==> config.mk <==
export PLATFORM = sky130hd
export DESIGN_NAME = irq_vec_ctrl
export DESIGN_NICKNAME = d
export VERILOG_FILES = /design/src/rtl/irq_vec_pkg.sv /design/src/rtl/irq_vec_control.sv /design/src/rtl/irq_vec_datapath.sv /design/src/rtl/irq_vec_ctrl.sv
export SDC_FILE = /design/constraint.sdc
export NUM_CORES = 1
export LEC_CHECK = 0
export CORE_UTILIZATION = 54
export DETAILED_ROUTE_END_ITERATION = 10
export HOLD_SLACK_MARGIN = 0.03
export PLACE_DENSITY_LB_ADDON = 0.15
export SLEW_MARGIN = 5
export SYNTH_ARGS = -nofsm -noshare
export SYNTH_HDL_FRONTEND = slang
export SYNTH_HIERARCHICAL = 1
export SYNTH_SLANG_ARGS = --single-unit
==> constraint.sdc <==
create_clock -name clk -period 3.29 [get_ports clk]
set_input_delay 0.658 -clock clk [delete_from_list [all_inputs] [get_ports clk]]
set_output_delay 0.658 -clock clk [all_outputs]
set_load 0.05 [all_outputs]
==> src/rtl/irq_vec_pkg.sv <==
package irq_vec_pkg;
  // strobes from the control unit to the datapath
  typedef struct packed {
    logic commit;   // first acknowledge pulse begins
    logic eoi;      // end of service command
    logic cfgWr;    // mode and vector base write
    logic selWr;    // read selector write
    logic maskWr;   // mask write
    logic rdEn;     // read enabled
    logic rdAddr;   // read address bit
    logic vecOe;    // second pulse, vector is driven
  } dpCtl_t;
endpackage

==> src/rtl/irq_vec_control.sv <==
module irq_vec_control
  import irq_vec_pkg::*;
#(
  parameter int DATA_W = 8
) (
  input  logic              clk,
  input  logic              rstN,
  input  logic              csN,
  input  logic              rdN,
  input  logic              wrN,
  input  logic              addr,
  input  logic [DATA_W-1:0] wrData,
  input  logic              ackN,
  output dpCtl_t            ctl
);
  localparam int CFG_BIT = DATA_W - 1;
  localparam int EOI_BIT = DATA_W - 3;

  logic wrAct, wrQ, wrStart;
  logic ack, ackQ, ackStart;
  logic waitSecond, vecPhase;

  assign wrAct    = !csN && !wrN;
  assign wrStart  = wrAct && !wrQ;
  assign ack      = !ackN;
  assign ackStart = ack && !ackQ;

  always_ff @(posedge clk or negedge rstN) begin
    if (!rstN) begin
      wrQ        <= 1'b0;
      ackQ       <= 1'b0;
      waitSecond <= 1'b0;
      vecPhase   <= 1'b0;
    end else begin
      wrQ  <= wrAct;
      ackQ <= ack;
      if (ackStart) begin
        waitSecond <= !waitSecond;
        vecPhase   <= waitSecond;
      end else if (!ack) begin
        vecPhase <= 1'b0;
      end
    end
  end

  always_comb begin
    ctl        = '0;
    ctl.commit = ackStart && !waitSecond;
    ctl.vecOe  = vecPhase;
    ctl.cfgWr  = wrStart && !addr && wrData[CFG_BIT];
    ctl.selWr  = wrStart && !addr && !wrData[CFG_BIT];
    ctl.eoi    = wrStart && !addr && !wrData[CFG_BIT] && wrData[EOI_BIT];
    ctl.maskWr = wrStart && addr;
    ctl.rdEn   = !csN && !rdN;
    ctl.rdAddr = addr;
  end
endmodule

==> src/rtl/irq_vec_datapath.sv <==
module irq_vec_datapath
  import irq_vec_pkg::*;
#(
  parameter int NUM_LINES = 8,
  parameter int DATA_W    = 8
) (
  input  logic                 clk,
  input  logic                 rstN,
  input  logic [NUM_LINES-1:0] reqIn,
  input  logic [DATA_W-1:0]    wrData,
  input  dpCtl_t               ctl,
  output logic [DATA_W-1:0]    rdData,
  output logic                 irqOut,
  output logic [DATA_W-1:0]    vecData,
  output logic [NUM_LINES-1:0] irr,
  output logic [NUM_LINES-1:0] isr,
  output logic [NUM_LINES-1:0] maskReg
);
  localparam int IDX_W  = $clog2(NUM_LINES);
  localparam int BASE_W = DATA_W - IDX_W;
  localparam int MODE_BIT = DATA_W - 2;
  localparam logic [IDX_W-1:0] SPUR_IDX = IDX_W'(NUM_LINES - 1);

  // lowest-numbered set bit, with a valid flag on top
  function automatic logic [IDX_W:0] firstSet(input logic [NUM_LINES-1:0] v);
    logic [IDX_W:0] r;
    r = '0;
    for (int i = NUM_LINES - 1; i >= 0; i--) begin
      if (v[i]) r = {1'b1, IDX_W'(i)};
    end
    return r;
  endfunction

  logic [NUM_LINES-1:0] syncA, syncB, syncPrev, reqEdge;
  logic [NUM_LINES-1:0] pend, commitBits, eoiBits;
  logic                 levelMode;
  logic [BASE_W-1:0]    vecBase;
  logic [1:0]           readSel;
  logic [IDX_W-1:0]     vecNum;
  logic [IDX_W:0]       winner, topIsr;
  logic                 winValid, isrValid;
  logic [IDX_W-1:0]     winIdx, isrIdx;
  logic [DATA_W-1:0]    levelByte, selByte;

  assign irr      = levelMode ? syncB : reqEdge;
  assign pend     = irr & ~maskReg;
  assign winner   = firstSet(pend);
  assign topIsr   = firstSet(isr);
  assign winValid = winner[IDX_W];
  assign winIdx   = winner[IDX_W-1:0];
  assign isrValid = topIsr[IDX_W];
  assign isrIdx   = topIsr[IDX_W-1:0];

  assign commitBits = (ctl.commit && winValid) ? (NUM_LINES'(1) << winIdx) : '0;
  assign eoiBits    = (ctl.eoi && isrValid) ? (NUM_LINES'(1) << isrIdx) : '0;

  assign irqOut  = winValid && (!isrValid || (winIdx < isrIdx));
  assign vecData = ctl.vecOe ? {vecBase, vecNum} : '0;

  always_ff @(posedge clk or negedge rstN) begin
    if (!rstN) begin
      syncA     <= '0;
      syncB     <= '0;
      syncPrev  <= '0;
      reqEdge   <= '0;
      isr       <= '0;
      maskReg   <= '0;
      levelMode <= 1'b0;
      vecBase   <= '0;
      readSel   <= '0;
      vecNum    <= '0;
    end else begin
      syncA    <= reqIn;
      syncB    <= syncA;
      syncPrev <= syncB;
      reqEdge  <= (reqEdge | (syncB & ~syncPrev)) & syncB & ~commitBits;
      isr      <= (isr & ~eoiBits) | commitBits;
      if (ctl.commit) vecNum <= winValid ? winIdx : SPUR_IDX;
      if (ctl.maskWr) maskReg <= wrData[NUM_LINES-1:0];
      if (ctl.cfgWr) begin
        levelMode <= wrData[MODE_BIT];
        vecBase   <= wrData[BASE_W-1:0];
      end
      if (ctl.selWr) readSel <= wrData[1:0];
    end
  end

  assign levelByte = {winValid, {(DATA_W-1-IDX_W){1'b0}}, winValid ? winIdx : '0};

  always_comb begin
    case (readSel)
      2'd0:    selByte = DATA_W'(irr);
      2'd1:    selByte = DATA_W'(isr);
      2'd2:    selByte = levelByte;
      default: selByte = '0;
    endcase
    if (!ctl.rdEn)      rdData = '0;
    else if (ctl.rdAddr) rdData = DATA_W'(maskReg);
    else                 rdData = selByte;
  end
endmodule

==> src/rtl/irq_vec_ctrl.sv <==
module irq_vec_ctrl
  import irq_vec_pkg::*;
#(
  parameter int NUM_LINES = 8,
  parameter int DATA_W    = 8
) (
  input  logic                 clk,
  input  logic                 rstN,
  input  logic [NUM_LINES-1:0] reqIn,
  input  logic                 csN,
  input  logic                 rdN,
  input  logic                 wrN,
  input  logic                 addr,
  input  logic [DATA_W-1:0]    wrData,
  output logic [DATA_W-1:0]    rdData,
  input  logic                 ackN,
  output logic                 irqOut,
  output logic                 vecOe,
  output logic [DATA_W-1:0]    vecData
);
  dpCtl_t               ctl;
  logic [NUM_LINES-1:0] irr, isr, maskReg;

  assign vecOe = ctl.vecOe;

  irq_vec_control #(.DATA_W(DATA_W)) u_ctl (
    .clk(clk), .rstN(rstN), .csN(csN), .rdN(rdN), .wrN(wrN),
    .addr(addr), .wrData(wrData), .ackN(ackN), .ctl(ctl)
  );

  irq_vec_datapath #(.NUM_LINES(NUM_LINES), .DATA_W(DATA_W)) u_dp (
    .clk(clk), .rstN(rstN), .reqIn(reqIn), .wrData(wrData), .ctl(ctl),
    .rdData(rdData), .irqOut(irqOut), .vecData(vecData),
    .irr(irr), .isr(isr), .maskReg(maskReg)
  );
endmodule

; ---- Yosys cells after proc, flatten, opt, wreduce, memory -nomap -nowiden
; Index checks and enable logic that the tools add are counted.
[op_classes]
reduce_logical = 26
n_eq_ne = 2
mux = 27
n_lt_le_gt_ge = 1
bitwise_logic = 11
n_shift = 2
div_mod_pow = 0
add_sub_neg = 0
multipliers = 0
[op_table]
columns = operator, count
row1 = $mux 4, 16
row2 = $mux 8, 6
row3 = $and 8x8->8, 5
row4 = $not 8->8, 4
row5 = $pmux 8 s3, 1
row6 = $or 8x8->8, 2
row7 = $shl 1x3->8 const A, 2
row8 = $logic_and 1x1->1, 13
row9 = $logic_not 1->1, 10
row10 = $mux 3, 2
row11 = $lt 3x3->1, 1
row12 = $eq 2x1->1 const B, 1
row13 = $eq 2x2->1 const B, 1
row14 = $logic_not 2->1, 1
row15 = $mux 1, 2
row16 = $reduce_bool 2->1, 1
row17 = $logic_or 1x1->1, 1
[totals]
mem_count = 0
ram_bits = 0
out_inout_bits = 18
word_cells = 83
rom_bits = 0
regBits = 63
latch_bits = 0

; ---- Longest topological paths before layout
; Gate-level depths: netlist (run 1).
[depth]
ltp_word = 14
ltp_mapped = 9

; ---- Modules after synthesis
; Netlist (run 1), hierarchy kept.
[by_module_without_submodules]
columns = mod, area_per_inst_um2, seq_area_each_um2, cells_per_inst, instances
row1 = irq_vec_datapath, 2781.4, 1476.4, 255, 1
row2 = irq_vec_control, 200.2, 100.1, 20, 1

; ---- Worst setup path after synthesis (run 1)
; OpenSTA, ideal clock, no wires.
[synth_path]
path_kind = register to output
start = register u_dp.levelMode
end = output port rdData[0]
slack_ns = -0.054
path_buffers = 1
arrival_ns = 2.686
stages_incl_launch_ff = 9
path_cell_list = dfrtp_1 > buf_6 > mux2i_2 > inv_2 > a211oi_2 > o221ai_4 > a21oi_4 > a211oi_1 > nor3_1
[synth_lines]
columns = element, line_no
row1 = from (decl), irq_vec_datapath.sv:36  ; logic levelMode;
row2 = from (signal assigned), irq_vec_datapath.sv:81  ; levelMode <= wrData[MODE_BIT];
row3 = $mux 8, irq_vec_datapath.sv:45  ; assign irr = levelMode ? syncB : reqEdge;
row4 = named net irr[6], irq_vec_ctrl.sv:22  ; logic [NUM_LINES-1:0] irr, isr, maskReg;
row5 = $and 8x8->8, irq_vec_datapath.sv:46  ; assign pend = irr & ~maskReg;
row6 = $mux 4 (7 in a row), irq_vec_datapath.sv:29  ; if (v[i]) r = {1'b1, IDX_W'(i)};
row7 = $mux 3, irq_vec_datapath.sv:88  ; assign levelByte = {winValid, {(DATA_W-1-IDX_W){1'b0}}, winValid ? winIdx : '0};
row8 = $pmux 8 s3, irq_vec_datapath.sv:91  ; case (readSel)
row9 = $mux 8, irq_vec_datapath.sv:98  ; else if (ctl.rdAddr) rdData = DATA_W'(maskReg);
row10 = $mux 8, irq_vec_datapath.sv:97  ; if (!ctl.rdEn) rdData = '0;
row11 = to (decl), irq_vec_ctrl.sv:15  ; output logic [DATA_W-1:0] rdData,
; The timed path passes the listed nets, and every way through them passes these cells.

; ---- Worst setup path in the final report (run 1)
[layout_path]
start = register u_dp.levelMode
end = output port irqOut
[layout_via]
elab_chain_cells = 13
[layout_lines]
columns = element, line_no
row1 = $mux 8 (*), irq_vec_datapath.sv:45
row2 = $and 8x8->8 (*), irq_vec_datapath.sv:46
row3 = $mux 4 (7 in a row), irq_vec_datapath.sv:29
row4 = $mux 4 (*), irq_vec_datapath.sv:29
row5 = $lt 3x3->1, irq_vec_datapath.sv:57  ; assign irqOut = winValid && (!isrValid || (winIdx < isrIdx));
row6 = $logic_or 1x1->1, irq_vec_datapath.sv:57
row7 = $logic_and 1x1->1 (*), irq_vec_datapath.sv:57
row8 = to (decl), irq_vec_ctrl.sv:17  ; output logic irqOut,
; Mark *: on every way between the ends. The rest lies on a longest branch, timed or not.

==> impl_metrics.py, run 1 <==
metrics = {
    "pwr": {
        "p_sw_share_pct": 34.9,
        "clkPwrFrac_pct": 26.5,
        "p_int_uw": 1750,
        "seqPwrFrac_pct": 40.3,
        "vdd_drop_max_uv": 422,
        "leakagePower_uw": 0.00164,
        "power_density_nw_per_um2": 692,
        "p_sw_uw": 940,
        "comb_power_share_pct": 33.1,
        "p_total_uw": 2690,
    },
    "timing": {
        "period_minus_slack_ns": 3.32,
        "setup_slack_ns": -0.0303,
        "fin_crit_sh_pct": 101,
        "hold_viol_final": 0,
        "tightest_slew_ns": 1.04,
        "max_freq_mhz": 301,
        "setup_violations": 1,
        "relSlewSlack_pct": 30.6,
        "report.final.slew_viol_count": 0,
        "skew_ns": 0.0105,
        "rsz0062_at_grt": "true",
        "setup_tns_ns": -0.0303,
    },
    "clock_network": {
        "clock_sinks": 63,
        "postCtsHoldBufs": 0,
        "cts_htree_levels": 3,
        "tritoncts": "yes",
        "clock_latency_ns": 0.35,
        "root_buffer": "clkbuf_8",
        "cts_made_buffers": 9,
        "clockBufferDepth": 2,
        "path_clk_slew_ns": 0.07,
    },
    "drt": {
        "vias": 2274,
        "drt-pass1-iter-count": 4,
        "postRouteAntennaNets": 0,
        "drc_errors": 0,
        "routed_via_density": 5.64,
        "wl_per_cell_um": 17.5,
        "drt_iter0_drc": 164,
        "wl_mm": 7.05,
    },
    "worst_setup_path": {
        "cp-end-kind": "primary output",
        "crit_buf_inv": 2,
        "reg2reg_depth": 8,
        "worstPathMaxFanout": 5,
        "r2r_start": "u_dp/levelMode$_DFFE_PN0P_",
        "cp-start-kind": "register",
        "path_class": "reg2out",
        "slowest_stage": "or4_4",
        "crit_top_cell": "buf_12",
        "slowest_delay_ns": 0.42,
        "critPathArrivalTime_ns": 2.66,
        "cp.required_ns": 2.63,
        "rrSetupSlack_ns": 1.07,
        "crit_chain": "buf_12 -> mux2i_4 -> o22ai_2 -> nor2_2 -> nor3_1 -> ha_1 -> or2_1 -> or4_4 -> o211ai_2 -> buf_12",
        "cp_top_family": "simple AND/OR/NAND/NOR gates",
        "r2r_end": "u_dp/reqEdge[5]$_DFF_PN0_",
    },
    "logic_synthesis": {
        "syn-num-nets": 294,
        "syn_area_um2": 2960,
        "syn-instance-count": 270,
        "yosysWarnings": 6,
        "avgSynthCellArea_um2": 11.0,
    },
    "floorplanning": {
        "io_pins": 41,
        "rows": 26,
        "die_h_um": 76.1,
        "die_x_um": 76.1,
        "dieArea_um2": 5790,
        "start_util_pct": 56.9,
        "core_um2": 5200,
    },
    "global_routing": {
        "grtUsageTotal_pct": 26.7,
        "grt_start_max_net_pins": 50,
        "grt_pass1_vias": 2288,
        "grt_pass1_wl_mm": 11.5,
        "overflow": 0,
        "antenna_found_initial": 0,
    },
    "run_status": {
        "violations": "setup timing",
        "outcome": "finished, violations left",
    },
    "worst_hold_path": {
        "min_from": "u_dp/syncA[3]$_DFF_PN0_",
        "hold_class": "reg2reg",
        "worstHoldEndpoint": "u_dp/syncB[3]$_DFF_PN0_",
        "whs_path_depth": 0,
    },
    "place": {
        "io_buffers": 40,
        "dp_cells": 386,
        "gp_congestion": 0.894,
        "post-dp-hpwl_mm": 5.07,
    },
    "cells_and_area": {
        "final_util_pct": 74.8,
        "ff_latch_area_um2": 1580,
        "finish.net_count": 353,
        "fillCellCount": 377,
        "synthToLayoutAreaGrowth_pct": 31.3,
        "multi_input_area_um2": 1330,
        "antenna_cells": 0,
        "drive_above_1_share_pct": 27.3,
        "fin_cells": 403,
    },
    "flow_run": {
        "drv_cap": 0,
    },
}
## metrics by stage
step | setup slack, ns | hold WS [ns] | cell area (um2)
after CTS | -0.00422 | 0.345 | 3840
after global routing | -0.117 | 0.348 | 3890
final | -0.0303 | 0.342 | 3890
after global placement | 0.352 | 0.332 | 3600
after detailed placement | 0.306 | 0.336 | 3600
after floorplan | 0.199 | 0.331 | 2970
## repair_timing
action / in CTS / in global routing
pin swaps: 2 / 4
resized for setup: 4 / 5
setup endpoints to repair: 3 / 3
endpoints found under the hold margin: 0 / 0
setup buffers: 0 / 1
gates cloned: 0 / 1
## placed cells by master, fill, tap and decap left out, types with 3 or more instances in the layout
master,n
dfrtp_1,62
nor2_1,34
clkdlybuf4s50_1,30
buf_4,16
mux2_2,15
o21ai_0,14
a21oi_1,14
inv_1,13
nand2_1,13
clkbuf_8,9
buf_12,9
nand2b_1,9
and2_1,8
nor3_1,7
mux2i_4,4
mux2i_2,4
nor4_1,4
nand3_1,4
and3_1,4
nor2b_1,3
## power groups by stage
stage | clock network (uW) | logic (uW) | registers, uW
after global placement | 0 | 827 | 1090
final | 714 | 891 | 1090
after detailed placement | 0 | 840 | 1090
after global routing | 762 | 957 | 1110
after CTS | 730 | 855 | 1080
after floorplan | 0 | 583 | 1010
## cell type report
type	instances	area share, %
Clock inverter	6	2.22
Sequential cell	63	40.5
Clock buffer	9	3.18
Multi-Input combinational cell	183	34.1
Tap cell	70	2.25
Timing Repair Buffer	57	16.2
Inverter	15	1.45
## worst reg2reg max path, delay by kind of cell (launching register included)
family          cells  cell delay [ns]
compound gates      3             0.84
buf+inv             2             0.21
flops               1             0.41
mux                 1             0.29
simple gates        2             0.37
## sequential cells by signal (all words and copies together), names as in the netlist, 2 cells and up
name and count:
u_dp/vecNum 3, u_dp/readSel 2, u_dp/syncPrev 8, u_dp/vecBase 5, u_dp/syncA 8, u_dp/reqEdge 8, u_dp/syncB 8, u_dp/maskReg 8
u_dp/isr 8
## how the worst max path moves through the flow
| stage | start | to | slack (ns) | cells past startpoint |
|---|---|---|---|---|
| after detailed placement | u_dp/levelMode$_DFFE_PN0P_ | irqOut | 0.31 | 10 |
| after global routing | u_dp/levelMode$_DFFE_PN0P_ | irqOut | -0.12 | 10 |
| after CTS | u_dp/levelMode$_DFFE_PN0P_ | irqOut | -0.004 | 10 |
| after global placement | u_dp/levelMode$_DFFE_PN0P_ | irqOut | 0.35 | 10 |
| final | u_dp/levelMode$_DFFE_PN0P_ | irqOut | -0.03 | 10 |
| after floorplan | u_dp/levelMode$_DFFE_PN0P_ | rdData[2] | 0.20 | 7 |
## routing by layer
layer	GRT usage (%)	up-vias	share of wire (%)
li1	-	1069	-
met1	35.0	1098	45
met2	41.4	90	47
met3	6.83	17	6.0
met4	13.1	0	2.4
met5	0	-	0
(Power assumes the default switching activity.)
==> inputs of run 2 (changes only) <==
- CORE_ASPECT_RATIO: not set -> 2
==> run 2 against run 1 <==
Effect of this change:
- the run still ends with setup timing left
- critical endpoint unchanged
- largest power group unchanged
- clock skew fell by 0.0017 ns
- flip-flop and latch count did not move
- register-to-register slack got worse by 0.11 ns
- cell count fell by 1.5%
- setup slack got worse by 0.035 ns
==> impl_metrics.py, run 2 (same netlist as run 1, synthesis figures left out) <==
metrics = {
    "floorplanning": {
        "dieArea_um2": 5800,
        "die_h_um": 107,
        "io_pins": 41,
        "rows": 37,
        "die_x_um": 54.4,
        "start_util_pct": 56.6,
        "core_um2": 5230,
    },
    "worst_setup_path": {
        "critPathArrivalTime_ns": 2.70,
        "cp-end-kind": "primary output",
        "slowest_stage": "dfrtp_4",
        "crit_chain": "buf_6 -> mux2i_4 -> o22ai_4 -> nor3_2 -> ha_2 -> or2_1 -> or4_4 -> o211ai_4 -> buf_12",
        "worstPathMaxFanout": 8,
        "cp-start-kind": "register",
        "cp.required_ns": 2.63,
        "slowest_delay_ns": 0.59,
        "path_class": "reg2out",
    },
    "cells_and_area": {
        "final_cell_mix": "62 x dfrtp_1, 34 x nor2_1, 30 x clkdlybuf4s50_1, 21 x buf_4, 15 x mux2_2",
        "finish.net_count": 358,
        "antenna_cells": 0,
        "fillCellCount": 370,
        "multi_input_area_um2": 1410,
        "layout_commonest_cell": "dfrtp_1",
        "ff_latch_area_um2": 1580,
        "drive_above_1_share_pct": 30.7,
        "synthToLayoutAreaGrowth_pct": 34.7,
    },
    "clock_network": {
        "clockBufferDepth": 2,
        "clock_latency_ns": 0.35,
        "cts_made_buffers": 9,
        "root_buffer": "clkbuf_8",
        "clock_sinks": 63,
        "path_clk_slew_ns": 0.07,
        "postCtsHoldBufs": 0,
        "tritoncts": "yes",
        "cts_htree_levels": 3,
    },
    "global_routing": {
        "grtUsageTotal_pct": 29.4,
        "grt_pass1_wl_mm": 11.6,
        "grt_start_max_net_pins": 64,
        "overflow": 0,
        "antenna_found_initial": 0,
        "grt_pass1_vias": 2352,
    },
    "timing": {
        "hold_slack_ns": 0.350,
        "period_minus_slack_ns": 3.36,
        "relSlewSlack_pct": 48.0,
        "skew_ns": 0.00877,
        "fin_crit_sh_pct": 102,
        "setup_slack_ns": -0.0653,
        "setup_tns_ns": -0.0805,
        "max_freq_mhz": 298,
        "hold_viol_final": 0,
        "tightest_slew_ns": 0.780,
        "report.final.slew_viol_count": 0,
        "setup_violations": 2,
        "rsz0062_at_grt": "true",
    },
    "drt": {
        "drt-pass1-iter-count": 4,
        "wl_mm": 7.56,
        "drc_errors": 0,
        "routed_via_density": 5.72,
        "vias": 2269,
        "postRouteAntennaNets": 0,
        "drt_iter0_drc": 88,
        "wl_per_cell_um": 19.0,
    },
    "flow_run": {
        "drv_cap": 0,
    },
    "place": {
        "io_buffers": 40,
        "post-dp-hpwl_mm": 5.40,
        "gp_congestion": 0.939,
    },
    "run_status": {
        "outcome": "finished, violations left",
        "violations": "setup timing",
    },
    "pwr": {
        "p_total_uw": 2810,
        "leakagePower_uw": 0.00168,
        "power_density_nw_per_um2": 705,
        "vdd_drop_max_uv": 575,
    },
    "worst_hold_path": {
        "hold_class": "reg2reg",
    },
}
[run 2: changes by cell type in the layout (fill, tap and decap cells not counted), moves of 2 or more]
cell	change
mux2i_2	-3
clkinv_2	-2
buf_6	+2
nor4_1	-2
inv_6	+2
buf_4	+5
clkinv_4	+2
nor3_1	-2
nor3_2	+2
mux2i_4	+3
[run 2: final cells by class]
type                    count  area share, %
well taps                  58           1.82
multi-input cells         183           35.3
inverters                  15           1.41
repair buffers             62           16.2
clock inverters             7           2.60
clock buffers               9           3.10
flip-flops and latches     63           39.6
[run 2: worst paths after layout]
kind	cells past startpoint	startpoint	slack, ns	end
hold reg to reg	0	u_dp/syncA[4]$_DFF_PN0_	0.35	u_dp/syncB[4]$_DFF_PN0_
min in group asynchronous	2	rstN	0.46	u_dp/syncB[3]$_DFF_PN0_
hold / removal	0	u_dp/syncA[4]$_DFF_PN0_	0.35	u_dp/syncB[4]$_DFF_PN0_
max in group asynchronous	2	rstN	2.23	u_dp/levelMode$_DFFE_PN0P_
setup / recovery	9	u_dp/levelMode$_DFFE_PN0P_	-0.07	irqOut
setup reg to reg	8	u_dp/levelMode$_DFFE_PN0P_	0.96	u_dp/reqEdge[5]$_DFF_PN0_
[run 2: timing repair]
action / 4_1_cts / 5_1_grt
pin swaps: 7 / 5
setup endpoints to repair: 5 / 5
setup buffers: 6 / 5
resized for setup: 13 / 11
[run 2: routing by layer]
metal  vias up  wire length (um)  track usage [%]
met5         -                 0                0
met4         0               201             14.1
met3        16               236             6.10
met2        59              4290             51.4
met1      1120              2830             31.6
li1       1074                 -                -
[run 2: worst max-delay path, delay by kind of cell, from the launching register on]
kind,cells,cell delay [ns]
compound gates,2,0.35
fa+ha+maj,1,0.16
simple gates,3,0.72
mux,1,0.19
buf+inv,2,0.33
flops,1,0.59
[run 2: power breakdown]
group | switching [uW] | internal, uW
sequential | 186 | 908
combinational | 501 | 464
clock | 321 | 435
[run 2: per-stage QoR]
stage | setup slack, ns | utilization [%] | cells | instance area [um2]
after global placement | 0.102 | 68.1 | 372 | 3560
final | -0.0653 | 76.3 | 397 | 3990
after global routing | -0.150 | 76.3 | 397 | 3990
after detailed placement | 0.0800 | 68.1 | 372 | 3560
after floorplan | 0.199 | - | 270 | 2970
after CTS | -0.0869 | 74.5 | 393 | 3900
